[config.mk]
export PLATFORM = sky130hd
export DESIGN_NAME = tap_shiftcmd_decoder
export DESIGN_NICKNAME = d
export VERILOG_FILES = /design/src/rtl/tapcmd_pkg.sv /design/src/rtl/tapcmd_tap_fsm.sv /design/src/rtl/tapcmd_seg_collect.sv /design/src/rtl/tapcmd_cmd_decode.sv /design/src/rtl/tap_shiftcmd_decoder.sv
export SDC_FILE = /design/constraint.sdc
export NUM_CORES = 1
export LEC_CHECK = 0
export BUFFER_PORTS_ARGS = -buffer_cell sky130_fd_sc_hd__buf_2
export CORE_MARGIN = 2
export CORE_UTILIZATION = 55
export CTS_BUF_LIST = sky130_fd_sc_hd__clkbuf_4 sky130_fd_sc_hd__clkbuf_8
export DETAILED_ROUTE_END_ITERATION = 6
export PLACE_DENSITY = 0.74
export SLEW_MARGIN = 20
export SYNTH_ARGS = -nofsm -noshare
export SYNTH_HDL_FRONTEND = slang
export SYNTH_SLANG_ARGS = --single-unit
[constraint.sdc]
create_clock -name tck -period 2.55 [get_ports tck]
set_clock_uncertainty 0.1 [all_clocks]
set_input_delay 0.255 -clock tck [delete_from_list [all_inputs] [get_ports tck]]
set_output_delay 0.255 -clock tck [all_outputs]
set_load 0.01 [all_outputs]
[src/rtl/tapcmd_pkg.sv]
// Shared types for the shift-count command decoder.
// Holds the TAP state encoding (standard 4-bit codes), the next-state
// function and the command code constants the decoder matches.
package tapcmd_pkg;

    typedef enum logic [3:0] {
        TS_EX2_DR  = 4'h0,
        TS_EX1_DR  = 4'h1,
        TS_SH_DR   = 4'h2,
        TS_PA_DR   = 4'h3,
        TS_SEL_IR  = 4'h4,
        TS_UPD_DR  = 4'h5,
        TS_CAP_DR  = 4'h6,
        TS_SEL_DR  = 4'h7,
        TS_EX2_IR  = 4'h8,
        TS_EX1_IR  = 4'h9,
        TS_SH_IR   = 4'hA,
        TS_PA_IR   = 4'hB,
        TS_IDLE    = 4'hC,
        TS_UPD_IR  = 4'hD,
        TS_CAP_IR  = 4'hE,
        TS_TLR     = 4'hF
    } tap_state_e;

    localparam int LOCK_LEVEL     = 2;  // level granted by the lock command
    localparam int SEL_TOPO       = 2;  // first value selecting the topology register
    localparam int SEL_MODE       = 0;  // first value selecting the mode register
    localparam int MODE_FOUR_WIRE = 1;  // mode value asking for four-wire operation

    // Standard TAP transition for one rising edge of the test clock.
    function automatic tap_state_e tap_next(input tap_state_e s, input logic tms);
        case (s)
            TS_TLR:    return tms ? TS_TLR    : TS_IDLE;
            TS_IDLE:   return tms ? TS_SEL_DR : TS_IDLE;
            TS_SEL_DR: return tms ? TS_SEL_IR : TS_CAP_DR;
            TS_CAP_DR: return tms ? TS_EX1_DR : TS_SH_DR;
            TS_SH_DR:  return tms ? TS_EX1_DR : TS_SH_DR;
            TS_EX1_DR: return tms ? TS_UPD_DR : TS_PA_DR;
            TS_PA_DR:  return tms ? TS_EX2_DR : TS_PA_DR;
            TS_EX2_DR: return tms ? TS_UPD_DR : TS_SH_DR;
            TS_UPD_DR: return tms ? TS_SEL_DR : TS_IDLE;
            TS_SEL_IR: return tms ? TS_TLR    : TS_CAP_IR;
            TS_CAP_IR: return tms ? TS_EX1_IR : TS_SH_IR;
            TS_SH_IR:  return tms ? TS_EX1_IR : TS_SH_IR;
            TS_EX1_IR: return tms ? TS_UPD_IR : TS_PA_IR;
            TS_PA_IR:  return tms ? TS_EX2_IR : TS_PA_IR;
            TS_EX2_IR: return tms ? TS_UPD_IR : TS_SH_IR;
            TS_UPD_IR: return tms ? TS_SEL_DR : TS_IDLE;
            default:   return TS_TLR;
        endcase
    endfunction

endpackage

[src/rtl/tapcmd_tap_fsm.sv]
// TAP controller copy.
// Tracks the 16-state machine from tms on each rising tck edge.
// Assumes tms is stable around the rising edge; rst_n is synchronous.
module tapcmd_tap_fsm
    import tapcmd_pkg::*;
(
    input  logic       tck,
    input  logic       rst_n,
    input  logic       tms,
    output tap_state_e state,
    output tap_state_e state_nxt
);

    // Next state from the standard transition table.
    always_comb state_nxt = tap_next(state, tms);

    // State register; reset parks the controller in Test-Logic-Reset.
    always_ff @(posedge tck) begin
        if (!rst_n) state <= TS_TLR;
        else        state <= state_nxt;
    end

    // Checker: run length of consecutive high tms edges, saturating at 7.
    logic [2:0] ones_q;
    always_ff @(posedge tck) begin
        if (!rst_n)              ones_q <= 3'd0;
        else if (!tms)           ones_q <= 3'd0;
        else if (ones_q != 3'd7) ones_q <= ones_q + 3'd1;
    end

    // five high tms edges always reach Test-Logic-Reset.
    p_five_high_tlr_r2: assert property (@(posedge tck) disable iff (!rst_n)
        (ones_q >= 3'd5) |-> (state == TS_TLR));

endmodule

[src/rtl/tapcmd_seg_collect.sv]
// Segment collector.
// Counts Shift-DR cycles between Capture-DR and Update-DR, stores up to
// MAX_SEG segment values and reports the collected command for one cycle
// after the TAP enters Run-Test/Idle. Too many segments or a saturated
// count mark the command bad. Test-Logic-Reset drops everything collected.
module tapcmd_seg_collect
    import tapcmd_pkg::*;
#(
    parameter int CNT_W   = 5,
    parameter int MAX_SEG = 3,
    localparam int NSEG_W = $clog2(MAX_SEG + 2)
) (
    input  logic                             tck,
    input  logic                             rst_n,
    input  tap_state_e                       state,
    input  tap_state_e                       state_nxt,
    output logic                             cmd_valid,
    output logic [NSEG_W-1:0]                cmd_nseg,
    output logic [MAX_SEG-1:0][CNT_W-1:0]    cmd_vals,
    output logic                             cmd_bad
);

    localparam logic [CNT_W-1:0]  CNT_MAX  = {CNT_W{1'b1}};
    localparam logic [NSEG_W-1:0] NSEG_CAP = NSEG_W'(MAX_SEG + 1);

    logic [CNT_W-1:0]              cnt_q;
    logic [NSEG_W-1:0]             nseg_q, nseg_c;
    logic [MAX_SEG-1:0][CNT_W-1:0] vals_q, vals_c;
    logic                          bad_q, bad_c;
    logic                          end_cmd;

    // A command closes on every transition into Run-Test/Idle.
    always_comb end_cmd = (state != TS_IDLE) && (state_nxt == TS_IDLE);

    // Shift counter: cleared at Capture-DR, advances per Shift-DR edge, saturates.
    always_ff @(posedge tck) begin
        if (!rst_n || state == TS_CAP_DR)          cnt_q <= '0;
        else if (state == TS_SH_DR && cnt_q != CNT_MAX) cnt_q <= cnt_q + 1'b1;
    end

    // Next collection contents including a segment closing this cycle.
    always_comb begin
        vals_c = vals_q;
        nseg_c = nseg_q;
        bad_c  = bad_q;
        if (state == TS_SH_DR && cnt_q == CNT_MAX) bad_c = 1'b1;
        if (state == TS_UPD_DR) begin
            for (int i = 0; i < MAX_SEG; i++) begin
                if (nseg_q == NSEG_W'(i)) vals_c[i] = cnt_q;
            end
            if (nseg_q >= NSEG_W'(MAX_SEG)) bad_c = 1'b1;
            if (nseg_q != NSEG_CAP) nseg_c = nseg_q + 1'b1;
        end
    end

    // Collection and report registers.
    always_ff @(posedge tck) begin
        if (!rst_n || state == TS_TLR) begin
            nseg_q    <= '0;
            vals_q    <= '0;
            bad_q     <= 1'b0;
            cmd_valid <= 1'b0;
            cmd_nseg  <= '0;
            cmd_vals  <= '0;
            cmd_bad   <= 1'b0;
        end else begin
            cmd_valid <= end_cmd;
            if (end_cmd) begin
                cmd_nseg <= nseg_c;
                cmd_vals <= vals_c;
                cmd_bad  <= bad_c;
                nseg_q   <= '0;
                vals_q   <= '0;
                bad_q    <= 1'b0;
            end else begin
                nseg_q <= nseg_c;
                vals_q <= vals_c;
                bad_q  <= bad_c;
            end
        end
    end

    // a finished command is only reported while the TAP sits in Run-Test/Idle.
    p_cmd_in_idle_r4: assert property (@(posedge tck) disable iff (!rst_n)
        cmd_valid |-> (state == TS_IDLE));

endmodule

[src/rtl/tapcmd_cmd_decode.sv]
// Command decoder and register file.
// Matches reported commands against the lock form and the two-value
// register-write form and holds the control level and both registers.
// Assumes MAX_SEG >= 3. Test-Logic-Reset clears all state.
module tapcmd_cmd_decode
    import tapcmd_pkg::*;
#(
    parameter int CNT_W   = 5,
    parameter int MAX_SEG = 3,
    localparam int NSEG_W = $clog2(MAX_SEG + 2)
) (
    input  logic                          tck,
    input  logic                          rst_n,
    input  tap_state_e                    state,
    input  logic                          cmd_valid,
    input  logic [NSEG_W-1:0]             cmd_nseg,
    input  logic [MAX_SEG-1:0][CNT_W-1:0] cmd_vals,
    input  logic                          cmd_bad,
    output logic [1:0]                    ctl_level,
    output logic [CNT_W-1:0]              topo_reg,
    output logic [CNT_W-1:0]              mode_reg,
    output logic                          four_wire
);

    logic is_lock, is_pair;

    // Classify the reported command.
    always_comb begin
        is_lock = cmd_valid && !cmd_bad && cmd_nseg == NSEG_W'(3)
                  && cmd_vals[0] == '0 && cmd_vals[1] == '0
                  && cmd_vals[2] == CNT_W'(1);
        is_pair = cmd_valid && !cmd_bad && cmd_nseg == NSEG_W'(2)
                  && ctl_level == 2'(LOCK_LEVEL);
    end

    // Level and register updates; reset or Test-Logic-Reset clear them.
    always_ff @(posedge tck) begin
        if (!rst_n || state == TS_TLR) begin
            ctl_level <= 2'd0;
            topo_reg  <= '0;
            mode_reg  <= '0;
        end else begin
            if (is_lock) ctl_level <= 2'(LOCK_LEVEL);
            if (is_pair && cmd_vals[0] == CNT_W'(SEL_TOPO)) topo_reg <= cmd_vals[1];
            if (is_pair && cmd_vals[0] == CNT_W'(SEL_MODE)) mode_reg <= cmd_vals[1];
        end
    end

    // Four-wire select follows the mode register code.
    always_comb four_wire = (mode_reg == CNT_W'(MODE_FOUR_WIRE));

    // a cycle in Test-Logic-Reset leaves everything cleared.
    p_tlr_clears_r2: assert property (@(posedge tck) disable iff (!rst_n)
        (state == TS_TLR) |=> (ctl_level == 2'd0 && topo_reg == '0 && mode_reg == '0));

    // the topology register only changes while the level is locked.
    p_write_needs_level_r6: assert property (@(posedge tck) disable iff (!rst_n)
        ((topo_reg != $past(topo_reg)) && ($past(state) != TS_TLR))
        |-> ($past(ctl_level) == 2'(LOCK_LEVEL)));

    // four-wire select only rises right after a reported command.
    p_four_wire_after_cmd_r7: assert property (@(posedge tck) disable iff (!rst_n)
        $rose(four_wire) |-> $past(cmd_valid));

endmodule

[src/rtl/tap_shiftcmd_decoder.sv]
// Top level of the shift-count command decoder.
// Joins the TAP copy, the segment collector and the command decoder.
// Driven only by tck and tms; produces no response on any pin.
module tap_shiftcmd_decoder
    import tapcmd_pkg::*;
#(
    parameter int CNT_W   = 5,
    parameter int MAX_SEG = 3
) (
    input  logic             tck,
    input  logic             rst_n,
    input  logic             tms,
    output logic [3:0]       tap_state,
    output logic [1:0]       ctl_level,
    output logic [CNT_W-1:0] topo_reg,
    output logic [CNT_W-1:0] mode_reg,
    output logic             four_wire
);

    localparam int NSEG_W = $clog2(MAX_SEG + 2);

    tap_state_e                    state, state_nxt;
    logic                          cmd_valid, cmd_bad;
    logic [NSEG_W-1:0]             cmd_nseg;
    logic [MAX_SEG-1:0][CNT_W-1:0] cmd_vals;

    tapcmd_tap_fsm u_fsm (
        .tck       (tck),
        .rst_n     (rst_n),
        .tms       (tms),
        .state     (state),
        .state_nxt (state_nxt)
    );

    tapcmd_seg_collect #(.CNT_W(CNT_W), .MAX_SEG(MAX_SEG)) u_collect (
        .tck       (tck),
        .rst_n     (rst_n),
        .state     (state),
        .state_nxt (state_nxt),
        .cmd_valid (cmd_valid),
        .cmd_nseg  (cmd_nseg),
        .cmd_vals  (cmd_vals),
        .cmd_bad   (cmd_bad)
    );

    tapcmd_cmd_decode #(.CNT_W(CNT_W), .MAX_SEG(MAX_SEG)) u_decode (
        .tck       (tck),
        .rst_n     (rst_n),
        .state     (state),
        .cmd_valid (cmd_valid),
        .cmd_nseg  (cmd_nseg),
        .cmd_vals  (cmd_vals),
        .cmd_bad   (cmd_bad),
        .ctl_level (ctl_level),
        .topo_reg  (topo_reg),
        .mode_reg  (mode_reg),
        .four_wire (four_wire)
    );

    // Expose the TAP state code.
    always_comb tap_state = state;

endmodule

======== After elaboration in Yosys (flattened, before gate mapping) ========
Index checks and enable logic that the tools add are counted.
word-level totals
  input port bits ......................... 3
  logic and storage cells ................. 92
  register bits after elaboration ......... 59
  output and inout bits ................... 17
operators by class
  equality and inequality tests ........... 27
  multiplexer cells ....................... 22
  $add $sub $neg .......................... 2
  reduce and logical (&&, ||, !) cells .... 24
  order comparisons ....................... 1
operators with widths
  operator                                              count
  case mux 4 bit (12 select lines)                      1
  equality test 4 bit (second input constant)           9
  two-way mux 3 bit                                     6
  equality test 4 x 3 -> 1 bit (second input constant)  4
  two-way mux 15 bit                                    1
  two-way mux 5 bit                                     3
  logical AND 1 bit                                     12
  two-way mux 2 bit                                     6
  equality test 5 x 1 -> 1 bit (second input constant)  2
  logical NOT 5 bit                                     2
  equality test 3 x 2 -> 1 bit (second input constant)  3
  equality test 4 x 2 -> 1 bit (second input constant)  2
  OR reduction 2 bit                                    3
  adder 5 x 1 -> 5 bit (second input constant)          1
  equality test 5 x 2 -> 1 bit (second input constant)  1
  equality test 5 bit (second input constant)           1
  inequality test 5 bit (second input constant)         1
  equality test 4 x 1 -> 1 bit (second input constant)  1
  logical NOT 4 bit                                     1
  two-way mux 1 bit                                     4
  two-way mux 4 bit                                     1
  inequality test 4 bit (second input constant)         1
  adder 3 x 1 -> 3 bit (second input constant)          1
  equality test 3 x 1 -> 1 bit (second input constant)  1
  6 further kinds                                       8

======== Logic depth before layout (Yosys ltp) ========
Gate-level depths: netlist of the first run.
  depth in word-level cells ............... 6
  gate-level depth with buffers ........... 6
  gate-level depth less buffers ........... 6

======== By module ========
From an unflattened synthesis of the first run, not the netlist that was laid out.
unflattened totals
  cells, all modules ...................... 241
  area, all modules ....................... 2523.7 µm²
modules (own cells, without submodules)
  module              times used  cells an instance  area an instance (µm²)  sequential area each (µm²)
  tapcmd_seg_collect  1           157                1736.7                  880.8
  tapcmd_cmd_decode   1           57                 558.0                   220.2
  tapcmd_tap_fsm      1           27                 229.0                   80.1

======== Worst setup path before layout of the first run ========
No wires, ideal clock.
  path type ............................... register to register
  start ................................... register u_collect.cmd_vals[4] (netlist bit)
  end ..................................... register u_decode.topo_reg[0]
  arrival ................................. 1.575 ns
  library setup time ...................... 0.128 ns
  path slack .............................. 0.748 ns
  path buffers ............................ 1
  stages on the path, launching flop included .. 6
  clock period less this slack ............ 1.802 ns
  data required time ...................... 2.322 ns
  path through ............................ dfxtp_1 or4_4 or4_4 buf_6 mux2i_1 nor2_1
between the ends
  longest elaborated chain between the ends .. 2
ends and longest elaborated chain
  item                          line                      source
  from (decl)                   tapcmd_seg_collect.sv:19  output logic [MAX_SEG-1:0][CNT_W-1:0] cmd_vals,
  from (signal assigned)        tapcmd_seg_collect.sv:70  cmd_vals <= vals_c;
  equality test 5 x 2 -> 1 bit  tapcmd_cmd_decode.sv:44   if (is_pair && cmd_vals[0] == CNT_W'(SEL_TOPO)) topo_reg <= cmd_vals[1];
  logical AND 1 bit             tapcmd_cmd_decode.sv:44
  to (signal assigned)          tapcmd_cmd_decode.sv:44
  to (decl)                     tapcmd_cmd_decode.sv:20   output logic [CNT_W-1:0] topo_reg,
Every way passes these cells.
A chain may end at the register's enable or synchronous reset.

======== Final worst setup path of the first run ========
  start ................................... register u_fsm.state[1]
  end ..................................... register u_collect.cnt_q[4]
between the ends
  longest elaborated chain between the ends .. 2
  elaborated cells on any way between the ends .. 4
  classes of those cells .................. 2 x eq/ne; 2 x reduce/logical
ends and longest elaborated chain
  item                                                                          line                                                source
  from (decl)                                                                   tapcmd_tap_fsm.sv:10                                output tap_state_e state,
  from (signal assigned)                                                        tapcmd_tap_fsm.sv:20                                else state <= state_nxt;
  equality test 4 x 2 -> 1 bit or equality test 4 x 3 -> 1 bit (tied branches)  tapcmd_seg_collect.sv:38, tapcmd_seg_collect.sv:37
  logical AND 1 bit or logical OR 1 bit (tied branches)                         tapcmd_seg_collect.sv:38, tapcmd_seg_collect.sv:37
  to (signal assigned)                                                          tapcmd_seg_collect.sv:38                            else if (state == TS_SH_DR && cnt_q != CNT_MAX) cnt_q <= cnt_q + 1'b1;
  to (decl)                                                                     tapcmd_seg_collect.sv:26                            logic [CNT_W-1:0] cnt_q;
Parallel ways exist; a longest one is shown, timed or not.

==> run_results.csv, run 1 <==
group,metric,value,unit
floorplanning,start_util,58.2,%
global_routing,grt_start_max_net_pins,21,
global_routing,grt_usage,20.1,%
synthesis,async_flop_share,0,%
synthesis,synth_area,2380,µm²
routing,via_per_inst,5.27,
layout,antenna_cells,0,
global_routing,grt_antenna_before_repair,0,
worst_setup_path,ff2ff_path_depth,4,
clock_tree,htree_levels,3,
worst_setup_path,cp.arrival,2.00,ns
pwr,p_per_area,728,nW/µm²
place,port_buffers,18,
worst_setup_path,r2r_slack,0.65,ns
synthesis,ys_top_cells_by_area,"dfxtp_1 (50%), mux2i_1 (12%), nor2_1 (6.2%)",
layout,final_nets,277,
clock_tree,cts_root_buffer,"clkbuf_8",
clock_tree,cts_hold_buf,0,
global_routing,grt_pass1_wl,7.67,mm
pwr,max-vdd-ir-drop,0.000464,V
synthesis,synth.top_cell.area_share,49.6,%
clock_tree,clk_latency,0.33,ns
worst_setup_path,worstPathRequired,2.65,ns
sta,fmax,526,MHz
pwr,total_power,1.97,mW
routing,first_iter_violations,77,
worst_setup_path,path_max_fanout,13,
synthesis,yosys.cell_count.top_type,"dfxtp_1",
clock_tree,cts_resized,0,
worst_setup_path,reg2reg_to,"u_collect.cnt_q[4]$_SDFFE_PP0P_",
place,gp_congestion,0.783,
flow_run,drv_cap,0,
synthesis,synth.distinct_cells,38,
min_path,hp-start,"rst_n",
sta,setup_viol,0,
global_routing,overflow,0,
clock_tree,cts_inserted_buffers,9,
worst_setup_path,end_kind,"flip-flop",
floorplanning,core_area,4090,µm²
floorplanning,die_h,69.8,µm
sta,slew_headroom,55.4,%
synthesis,ys_warn_count,0,
floorplanning,fp.dieW,69.8,µm
routing,drt-wirelength-per-cell,13.8,µm
routing,first_pass_iters,4,
synthesis,synthTopCellsByCount,"dfxtp_1 (59), nor2_1 (39), mux2i_1 (29)",
floorplanning,dieArea,4870,µm²
place,dpl.hpwl,3.10,mm
floorplanning,rows,23,
synthesis,syn_nets,260,
layout,drive_above_1_share,15.1,%
clock_tree,cts_tree,"done",
synthesis,synthFlopType,"dfxtp_1",
routing,routed_wl,4.42,mm
clock_tree,clockBufferDepth,2,
sta,final-hold-violation-count,0,
synthesis,synth-seq-cells,59,
sta,finalSetupTns,0,ns
sta,grt_setup_unrepaired,"false",
sta,slew_violations,0,
worst_setup_path,worst_path_max_delay_cell,"dfxtp_1",
sta,tightestPinTransition,0.667,ns
layout,final_util,66.1,%
worst_setup_path,cp-start-kind,"flip-flop",
floorplanning,ios,20,
worst_setup_path,max_stage_delay,0.54,ns
min_path,hp-class,"in2reg",
worst_setup_path,crit_chain,"nor4b_1, nor2b_1, mux2i_1, nor2_1",
clock_tree,path_clk_slew,0.06,ns
routing,route.detailed.drc,0,
routing,ant_nets,0,
layout,area_growth,13.5,%
worst_setup_path,timing.rr.start,"u_fsm.state[1]$_SDFF_PN1_",
sta,period_share,74.5,%
synthesis,yosysTopAreaCell,"dfxtp_1",
synthesis,synthCells,250,
min_path,min_path_cells,2,
synthesis,synth_edf_count,0,
worst_setup_path,crit_type,"reg2reg",
synthesis,avgSynthCellArea,9.52,µm²
min_path,hold_end,"u_fsm.state[3]$_SDFF_PN1_",
sta,period_needed,1.90,ns
clock_tree,post_cts_buffers,0,
run_status,status,"finished, final reports clean",
layout,reg_top3,"u_collect.cmd_vals x15, u_collect.vals_q x15",
routing,vias,1692,
clock_tree,clkSinkCount,59,
synthesis,ys_seq_area_share,49.6,%
global_routing,grt_pass1_vias,1603,
pwr,cellLeakagePower,1.06,nW
-- power breakdown --
part	internal, mW	switching (mW)	total [mW]	leakage (nW)
logic	0.0423	0.0691	0.111	0.467
clock network	0.564	0.338	0.902	0.112
registers	0.930	0.0222	0.952	0.476
-- cells in the final DEF, fill, tap and decap left out, types with 2 or more instances in the layout --
master     instances
dfxtp_1           59
nor2_1            39
mux2i_1           29
nand2_1           26
o21ai_0           22
buf_2             18
clkbuf_8          13
ha_1               7
inv_1              6
nand2b_1           6
and3_1             4
a21oi_1            3
xnor2_1            3
nor4b_1            3
buf_4              3
nor4_1             2
nand3b_1           2
nand4bb_1          2
nand3_1            2
nor2b_1            2
or4_4              2
-- worst max path at each step --
stage	from	end	slack, ns	depth (start not counted)
2_1_floorplan	u_collect.cmd_vals[4]$_SDFFE_PP0P_	u_decode.topo_reg[0]$_SDFFE_PP0P_	0.75	5
3_3_place_gp	u_fsm.state[1]$_SDFF_PN1_	u_collect.cnt_q[1]$_SDFFE_PP0P_	0.70	4
3_5_place_dp	u_fsm.state[1]$_SDFF_PN1_	u_collect.cnt_q[1]$_SDFFE_PP0P_	0.66	4
4_1_cts	u_fsm.state[1]$_SDFF_PN1_	u_collect.cnt_q[4]$_SDFFE_PP0P_	0.65	4
5_1_grt	u_fsm.state[1]$_SDFF_PN1_	u_collect.cnt_q[4]$_SDFFE_PP0P_	0.46	4
6_report	u_fsm.state[1]$_SDFF_PN1_	u_collect.cnt_q[4]$_SDFFE_PP0P_	0.65	4
-- kinds of logic (layout without fill, tap and decap cells) --
group	count (synthesis)	after routing	synth area share, %
and+or+nand+nor	93	93	19.6
xor gates and xnor gates	4	4	1.47
buffers and inverters	21	42	3.89
muxes	30	30	12.7
DFF	59	59	49.6
other	1	1	0.158
adders and majority gates	7	7	3.68
AOI/OAI and AO/OA	35	35	8.94
-- final cells by class --
cell class | instances | area (µm²)
Clock buffer | 14 | 186
Clock inverter | 1 | 30.0
Fill cell | 345 | 1390
Inverter | 6 | 22.5
Multi-Input combinational cell | 170 | 1110
Sequential cell | 59 | 1180
Tap cell | 50 | 62.6
Timing Repair Buffer | 21 | 113
-- layer usage --
metal / routed length (µm) / part of all wire, % / global-route usage [%] / vias to the layer above
li1: - / - / - / 884
met1: 2220 / 50 / 27.4 / 778
met2: 1980 / 45 / 30.4 / 23
met3: 120 / 2.7 / 5.23 / 7
met4: 91 / 2.1 / 8.33 / 0
met5: 0 / 0 / 0 / -
-- worst max-delay path: cells and delay by family (launching register included) --
family / cells / cell delay (ns)
and+or+nand+nor: 3 / 0.91
muxes: 1 / 0.22
DFF: 1 / 0.54
-- stage by stage --
stage	hold slack (ns)	instance area, µm²	instances	setup WS [ns]
4_1_cts	0.0522	2700	321	0.646
6_report	0.0578	2700	321	0.650
5_1_grt	0.0564	2700	321	0.463
3_5_place_dp	0.339	2480	306	0.660
3_3_place_gp	0.330	2480	306	0.705
2_1_floorplan	0.217	2380	250	0.748
Note: power is estimated with default switching activity, not from simulation.
==> inputs of run 2 (changes only) <==
ABC_AREA = 1   (was unset)
PLACE_DENSITY = 0.77   (was 0.74)
clock period = 1.7 ns   (was 2.55 ns; I/O delays follow)
==> run_results.csv, run 2 <==
group,metric,value,unit
routing,drt-wirelength-per-cell,11.8,µm
routing,route.detailed.drc,0,
clock_tree,path_clk_slew,0.06,ns
worst_setup_path,worst_path_max_delay_cell,"dfxtp_1",
global_routing,grt_usage,23.5,%
synthesis,synth-seq-cells,59,
flow_run,drv_cap,0,
clock_tree,clk_latency,0.34,ns
sta,layout_setup_ws,0.138,ns
routing,vias,2398,
floorplanning,ios,20,
clock_tree,post_cts_buffers,0,
routing,routed_wl,5.61,mm
synthesis,ys_top_cells_by_area,"dfxtp_1 (44%), nand2_1 (18%), nor2_1 (6.3%)",
run_status,status,"finished, final reports clean",
worst_setup_path,cp-start-kind,"flip-flop",
global_routing,grt.met2_usage,37.4,%
synthesis,synthTopCellsByCount,"nand2_1 (126), dfxtp_1 (59), nor2_1 (45)",
sta,setup_viol,0,
sta,slew_violations,0,
place,place_inst,461,
global_routing,grt_antenna_before_repair,0,
worst_setup_path,cp.arrival,1.72,ns
pwr,total_power,3.65,mW
floorplanning,rows,25,
clock_tree,cts_hold_buf,0,
layout,reg_top3,"u_collect.cmd_vals x15, u_collect.vals_q x15",
global_routing,groute.layer.met3.usage,6.31,%
pwr,max-vdd-ir-drop,0.000969,V
clock_tree,cts_root_buffer,"clkbuf_8",
place,place_ws,-0.240,ns
synthesis,synth.top_cell.area_share,44.3,%
place,port_buffers,18,
place,dpl.hpwl,4.06,mm
worst_setup_path,worstPathRequired,1.86,ns
sta,period_share,91.9,%
synthesis,synth.distinct_cells,28,
clock_tree,clockBufferDepth,2,
pwr,cellLeakagePower,1.43,nW
synthesis,async_flop_share,0,%
global_routing,gr-usage-met1,28.8,%
synthesis,synth_edf_count,0,
layout,final_common_cell,"nand2_1",
synthesis,avgSynthCellArea,7.01,µm²
synthesis,synthCells,380,
min_path,hp-class,"in2reg",
clock_tree,cts_tree,"done",
sta,fmax,640,MHz
routing,first_iter_violations,134,
clock_tree,htree_levels,3,
sta,final-hold-violation-count,0,
layout,finalNonFillerCells,475,
layout,antenna_cells,0,
floorplanning,start_util,56.8,%
sta,period_needed,1.56,ns
clock_tree,clkSinkCount,59,
synthesis,ys_warn_count,0,
routing,first_pass_iters,6,
layout,area_growth,17.5,%
synthesis,ys_seq_area_share,44.3,%
synthesis,syn_nets,390,
pwr,p_per_area,1160,nW/µm²
global_routing,overflow,0,
floorplanning,dieArea,5420,µm²
floorplanning,die_h,73.6,µm
layout,final_area,3130,µm²
routing,via_per_inst,5.05,
worst_setup_path,path_max_fanout,21,
place,dpl_cell_area,2910,µm²
clock_tree,cts_inserted_buffers,9,
place,gp_congestion,0.924,
global_routing,grt_start_max_net_pins,34,
global_routing,grt_pass1_vias,2219,
sta,grt_setup_unrepaired,"true",
worst_setup_path,crit_chain,"buf_4, o2111ai_2, buf_6, nand2_4, a21oi_1",
layout,final_nets,428,
worst_setup_path,end_kind,"flip-flop",
worst_setup_path,max_stage_delay,0.35,ns
worst_setup_path,crit_type,"reg2reg",
synthesis,yosysTopAreaCell,"dfxtp_1",
routing,ant_nets,0,
floorplanning,core_area,4690,µm²
layout,layout_common_cells,"nand2_1 (121), dfxtp_1 (57), nor2_1 (43)",
synthesis,synthFlopType,"dfxtp_1",
synthesis,synth_area,2670,µm²
global_routing,busiest_layer,"met2",
floorplanning,fp.dieW,73.6,µm
synthesis,yosys.cell_count.top_type,"nand2_1",
global_routing,grt_pass1_wl,9.66,mm
sta,worst_hold_slack,0.0553,ns
layout,drive_above_1_share,18.1,%
run 2: cell count changes in the layout (fill, tap and decap cells not counted), sizes merged, moves of 13 or more:
| cell | before | now |
|---|---|---|
| o21ai | 22 | 9 |
| nand2 | 26 | 128 |
| nor2 | 39 | 53 |
| inv | 6 | 36 |
| nand3 | 2 | 32 |
| a21oi | 3 | 24 |
| mux2i | 29 | 0 |
| buf | 21 | 37 |
run 2: what timing repair did:
action | in CTS | in global routing
gates resized for setup | 1 | 15
pin swaps | 0 | 2
setup endpoints to repair | 20 | 39
endpoints found under the hold margin | 0 | 0
run 2: area by class of cell:
type / count / area, µm²
clock buffer: 11 / 151
clock inverter: 3 / 15.0
fill: 409 / 1560
inverter: 36 / 135
multi-input combinational: 275 / 1340
sequential: 59 / 1180
tap: 54 / 67.6
timing repair buffer: 37 / 236
run 2: kinds of logic after synthesis:
logic type               synth area share, %
XOR/XNOR                               0.329
AO/OA/AOI/OAI                           7.04
flip-flops                              44.3
buffers and inverters                   7.14
other                                  0.141
AND/OR/NAND/NOR                         37.7
adder cells (fa/ha/maj)                 3.29
run 2: critical path, delay by kind of cell (launching register included):
kind | cells | cell delay [ns]
DFF | 1 | 0.35
and+or+nand+nor | 1 | 0.16
AOI/OAI and AO/OA | 2 | 0.47
buffers and inverters | 2 | 0.40
run 2: per-stage QoR:
step                      util [%]  TNS, ns
after floorplan                  -        0
after detailed placement      62.0    -4.28
after global placement        62.0    -3.55
final                         66.7        0
after global routing          66.7  -0.0165
after CTS                     65.6        0
run 2: power by group:
group          total, mW  internal, mW  switching, mW
logic               1.06         0.370          0.687
registers           1.49          1.44         0.0503
clock network       1.10         0.583          0.515
total               3.65          2.39           1.25
run 2: path summary, 6_finish.rpt:
kind,cells after the start,slack [ns],startpoint,end
max,5,0.14,u_fsm.state[3]$_SDFF_PN1_,u_collect.vals_q[11]$_SDFF_PP0_
min,3,0.06,rst_n,u_fsm.state[0]$_SDFF_PN1_
max reg2reg,5,0.14,u_fsm.state[3]$_SDFF_PN1_,u_collect.vals_q[11]$_SDFF_PP0_
min reg2reg,2,0.36,u_decode.topo_reg[2]$_SDFFE_PP0P_,u_decode.topo_reg[2]$_SDFFE_PP0P_
run 2: per-layer routing:
layer | vias to the layer above | share of wire, % | wire (µm)
li1 | 1276 | - | -
met1 | 1045 | 45 | 2500
met2 | 60 | 48 | 2690
met3 | 17 | 4.5 | 252
met4 | 0 | 3.0 | 166
met5 | - | 0 | 0
==> inputs of run 3 (changes only) <==
ABC_CLOCK_PERIOD_IN_PS = 1300   (was unset)
clock period = 1.3 ns   (was 1.7 ns; I/O delays follow)
==> run_results.csv, run 3 (synthesis gave the netlist of run 2 again) <==
group,metric,value,unit
run_status,status,"complete, but fails checks",
run_status,violations,"DRC, setup timing",
layout,drive_above_1_share,45.9,%
routing,ant_nets,0,
routing,first_pass_iters,7,
global_routing,gr-usage-met1,31.7,%
global_routing,busiest_layer,"met2",
sta,layout_setup_ws,-0.305,ns
routing,first_iter_violations,230,
routing,via_per_inst,5.63,
min_path,hp-start,"tms",
place,dpl.hpwl,4.39,mm
global_routing,grt_pass1_vias,2719,
clock_tree,cts_inserted_buffers,9,
worst_setup_path,cp_num_buf_inv,1,
layout,area_growth,51.6,%
worst_setup_path,ff2ff_path_depth,9,
worst_setup_path,max_stage_delay,0.38,ns
worst_setup_path,crit_type,"reg2reg",
worst_setup_path,crit_family,"simple AND/OR/NAND/NOR gates",
global_routing,grt.met2_usage,49.6,%
pwr,p_int,4.34,mW
layout,reg_top3,"u_collect.cmd_vals x15, u_collect.vals_q x15",
floorplanning,ios,20,
clock_tree,clk_latency,0.35,ns
sta,fmax,623,MHz
place,place_inst,490,
sta,final-hold-violation-count,0,
clock_tree,path_clk_slew,0.07,ns
global_routing,groute.layer.met3.usage,8.50,%
min_path,min_path_cells,3,
sta,finalSetupTns,-8.23,ns
clock_tree,htree_levels,3,
sta,period_share,123,%
routing,routed_wl,8.79,mm
routing,drt-wirelength-per-cell,16.9,µm
worst_setup_path,worstPathRequired,1.44,ns
place,port_buffers,18,
worst_setup_path,crit_start,"u_fsm.state[0]$_SDFF_PN1_",
global_routing,grt_pass1_wl,11.8,mm
pwr,cellLeakagePower,1.80,nW
pwr,p_clk_share,33.5,%
pwr,total_power,6.51,mW
pwr,seqPwrFrac,31.3,%
floorplanning,rows,25,
global_routing,grt_usage,28.6,%
min_path,hold_end,"u_fsm.state[0]$_SDFF_PN1_",
sta,grt_setup_unrepaired,"true",
pwr,switchingPower,2.17,mW
worst_setup_path,path_max_fanout,5,
place,dpl_cell_area,3220,µm²
clock_tree,cts_tree,"done",
worst_setup_path,cp-start-kind,"flip-flop",
clock_tree,clockBufferDepth,2,
min_path,hp-class,"in2reg",
clock_tree,clkSinkCount,59,
sta,slew_violations,0,
pwr,combPwrFrac,35.2,%
floorplanning,fp.dieW,73.6,µm
flow_run,drv_cap,0,
worst_setup_path,reg2reg_to,"u_collect.cmd_vals[14]$_SDFFE_PP0P_",
worst_setup_path,cp.arrival,1.75,ns
layout,final_common_cell,"nand2_1",
routing,route.detailed.drc,2,
layout,layout_common_cells,"nand2_1 (77), dfxtp_1 (46), buf_4 (43)",
worst_setup_path,end_kind,"flip-flop",
worst_setup_path,crit_chain,"inv_2, nor2_4, nand2_4, nor2_4, nand2_4, nand2_2, nand2_2, nand2_1, nand2_1",
pwr,swShare,33.4,%
sta,period_needed,1.61,ns
clock_tree,cts_root_buffer,"clkbuf_8",
global_routing,grt_start_max_net_pins,19,
floorplanning,start_util,56.8,%
worst_setup_path,worst_path_max_delay_cell,"dfxtp_2",
sta,worst_hold_slack,0.0218,ns
worst_setup_path,r2r_slack,-0.31,ns
floorplanning,dieArea,5420,µm²
layout,final_area,4040,µm²
floorplanning,core_area,4690,µm²
pwr,p_per_area,1610,nW/µm²
layout,finalNonFillerCells,520,
sta,setup_viol,59,
layout,antenna_cells,0,
pwr,max-vdd-ir-drop,0.00159,V
routing,vias,2928,
global_routing,grt_antenna_before_repair,0,
place,gp_congestion,0.929,
layout,final_nets,471,
global_routing,overflow,0,
worst_setup_path,timing.rr.start,"u_fsm.state[0]$_SDFF_PN1_",
floorplanning,die_h,73.6,µm
## run 3: stage by stage
step / worst slack [ns] / utilization, %
3_5_place_dp: -0.156 / 68.6
3_3_place_gp: -0.116 / 68.6
5_1_grt: -0.351 / 86.1
6_report: -0.305 / 86.1
2_1_floorplan: -0.0593 / -
4_1_cts: -0.121 / 78.9
## run 3: how the worst max path moves through the flow
stage	slack (ns)	cells past startpoint	end
2_1_floorplan	-0.06	9	u_collect.cnt_q[3]$_SDFFE_PP0P_
3_3_place_gp	-0.12	7	u_collect.vals_q[13]$_SDFF_PP0_
3_5_place_dp	-0.16	8	u_collect.cnt_q[2]$_SDFFE_PP0P_
4_1_cts	-0.12	9	u_collect.cnt_q[3]$_SDFFE_PP0P_
5_1_grt	-0.35	9	u_collect.cmd_vals[14]$_SDFFE_PP0P_
6_report	-0.31	9	u_collect.cmd_vals[14]$_SDFFE_PP0P_
## run 3: metal layers
layer | part of all wire (%) | wire length (µm)
met4 | 3.9 | 347
met5 | 0 | 0
met3 | 6.8 | 596
met1 | 40 | 3520
met2 | 49 | 4330
## run 3: power groups by stage
stage	Sequential [mW]	Clock, mW	Combinational [mW]
after detailed placement	2.02	0	1.60
final	2.03	2.18	2.29
after global routing	2.04	2.28	2.41
after CTS	2.00	2.18	1.86
after global placement	2.01	0	1.60
after floorplan	2.03	0	0.913
## run 3: area by class of cell
| class | count | area (µm²) |
|---|---|---|
| repair buffers | 80 | 657 |
| flip-flops and latches | 59 | 1210 |
| fillers | 221 | 651 |
| inverters | 36 | 150 |
| multi-input cells | 275 | 1690 |
| well taps | 54 | 67.6 |
| clock inverters | 4 | 95.1 |
| clock buffers | 12 | 165 |
## run 3: tightest hold or removal path, delay by kind of cell
family / cells / cell delay, ns
and+or+nand+nor: 1 / 0.08
AOI/OAI and AO/OA: 1 / 0.09
buffers and inverters: 1 / 0.13
## run 3: timing repair
item,in CTS,in global routing
hold buffers,1,0
pin swaps,21,40
cloned,0,2
resized for setup,55,83
endpoints found under the setup margin,54,60
endpoints found under the hold margin,2,0
setup buffers,6,5
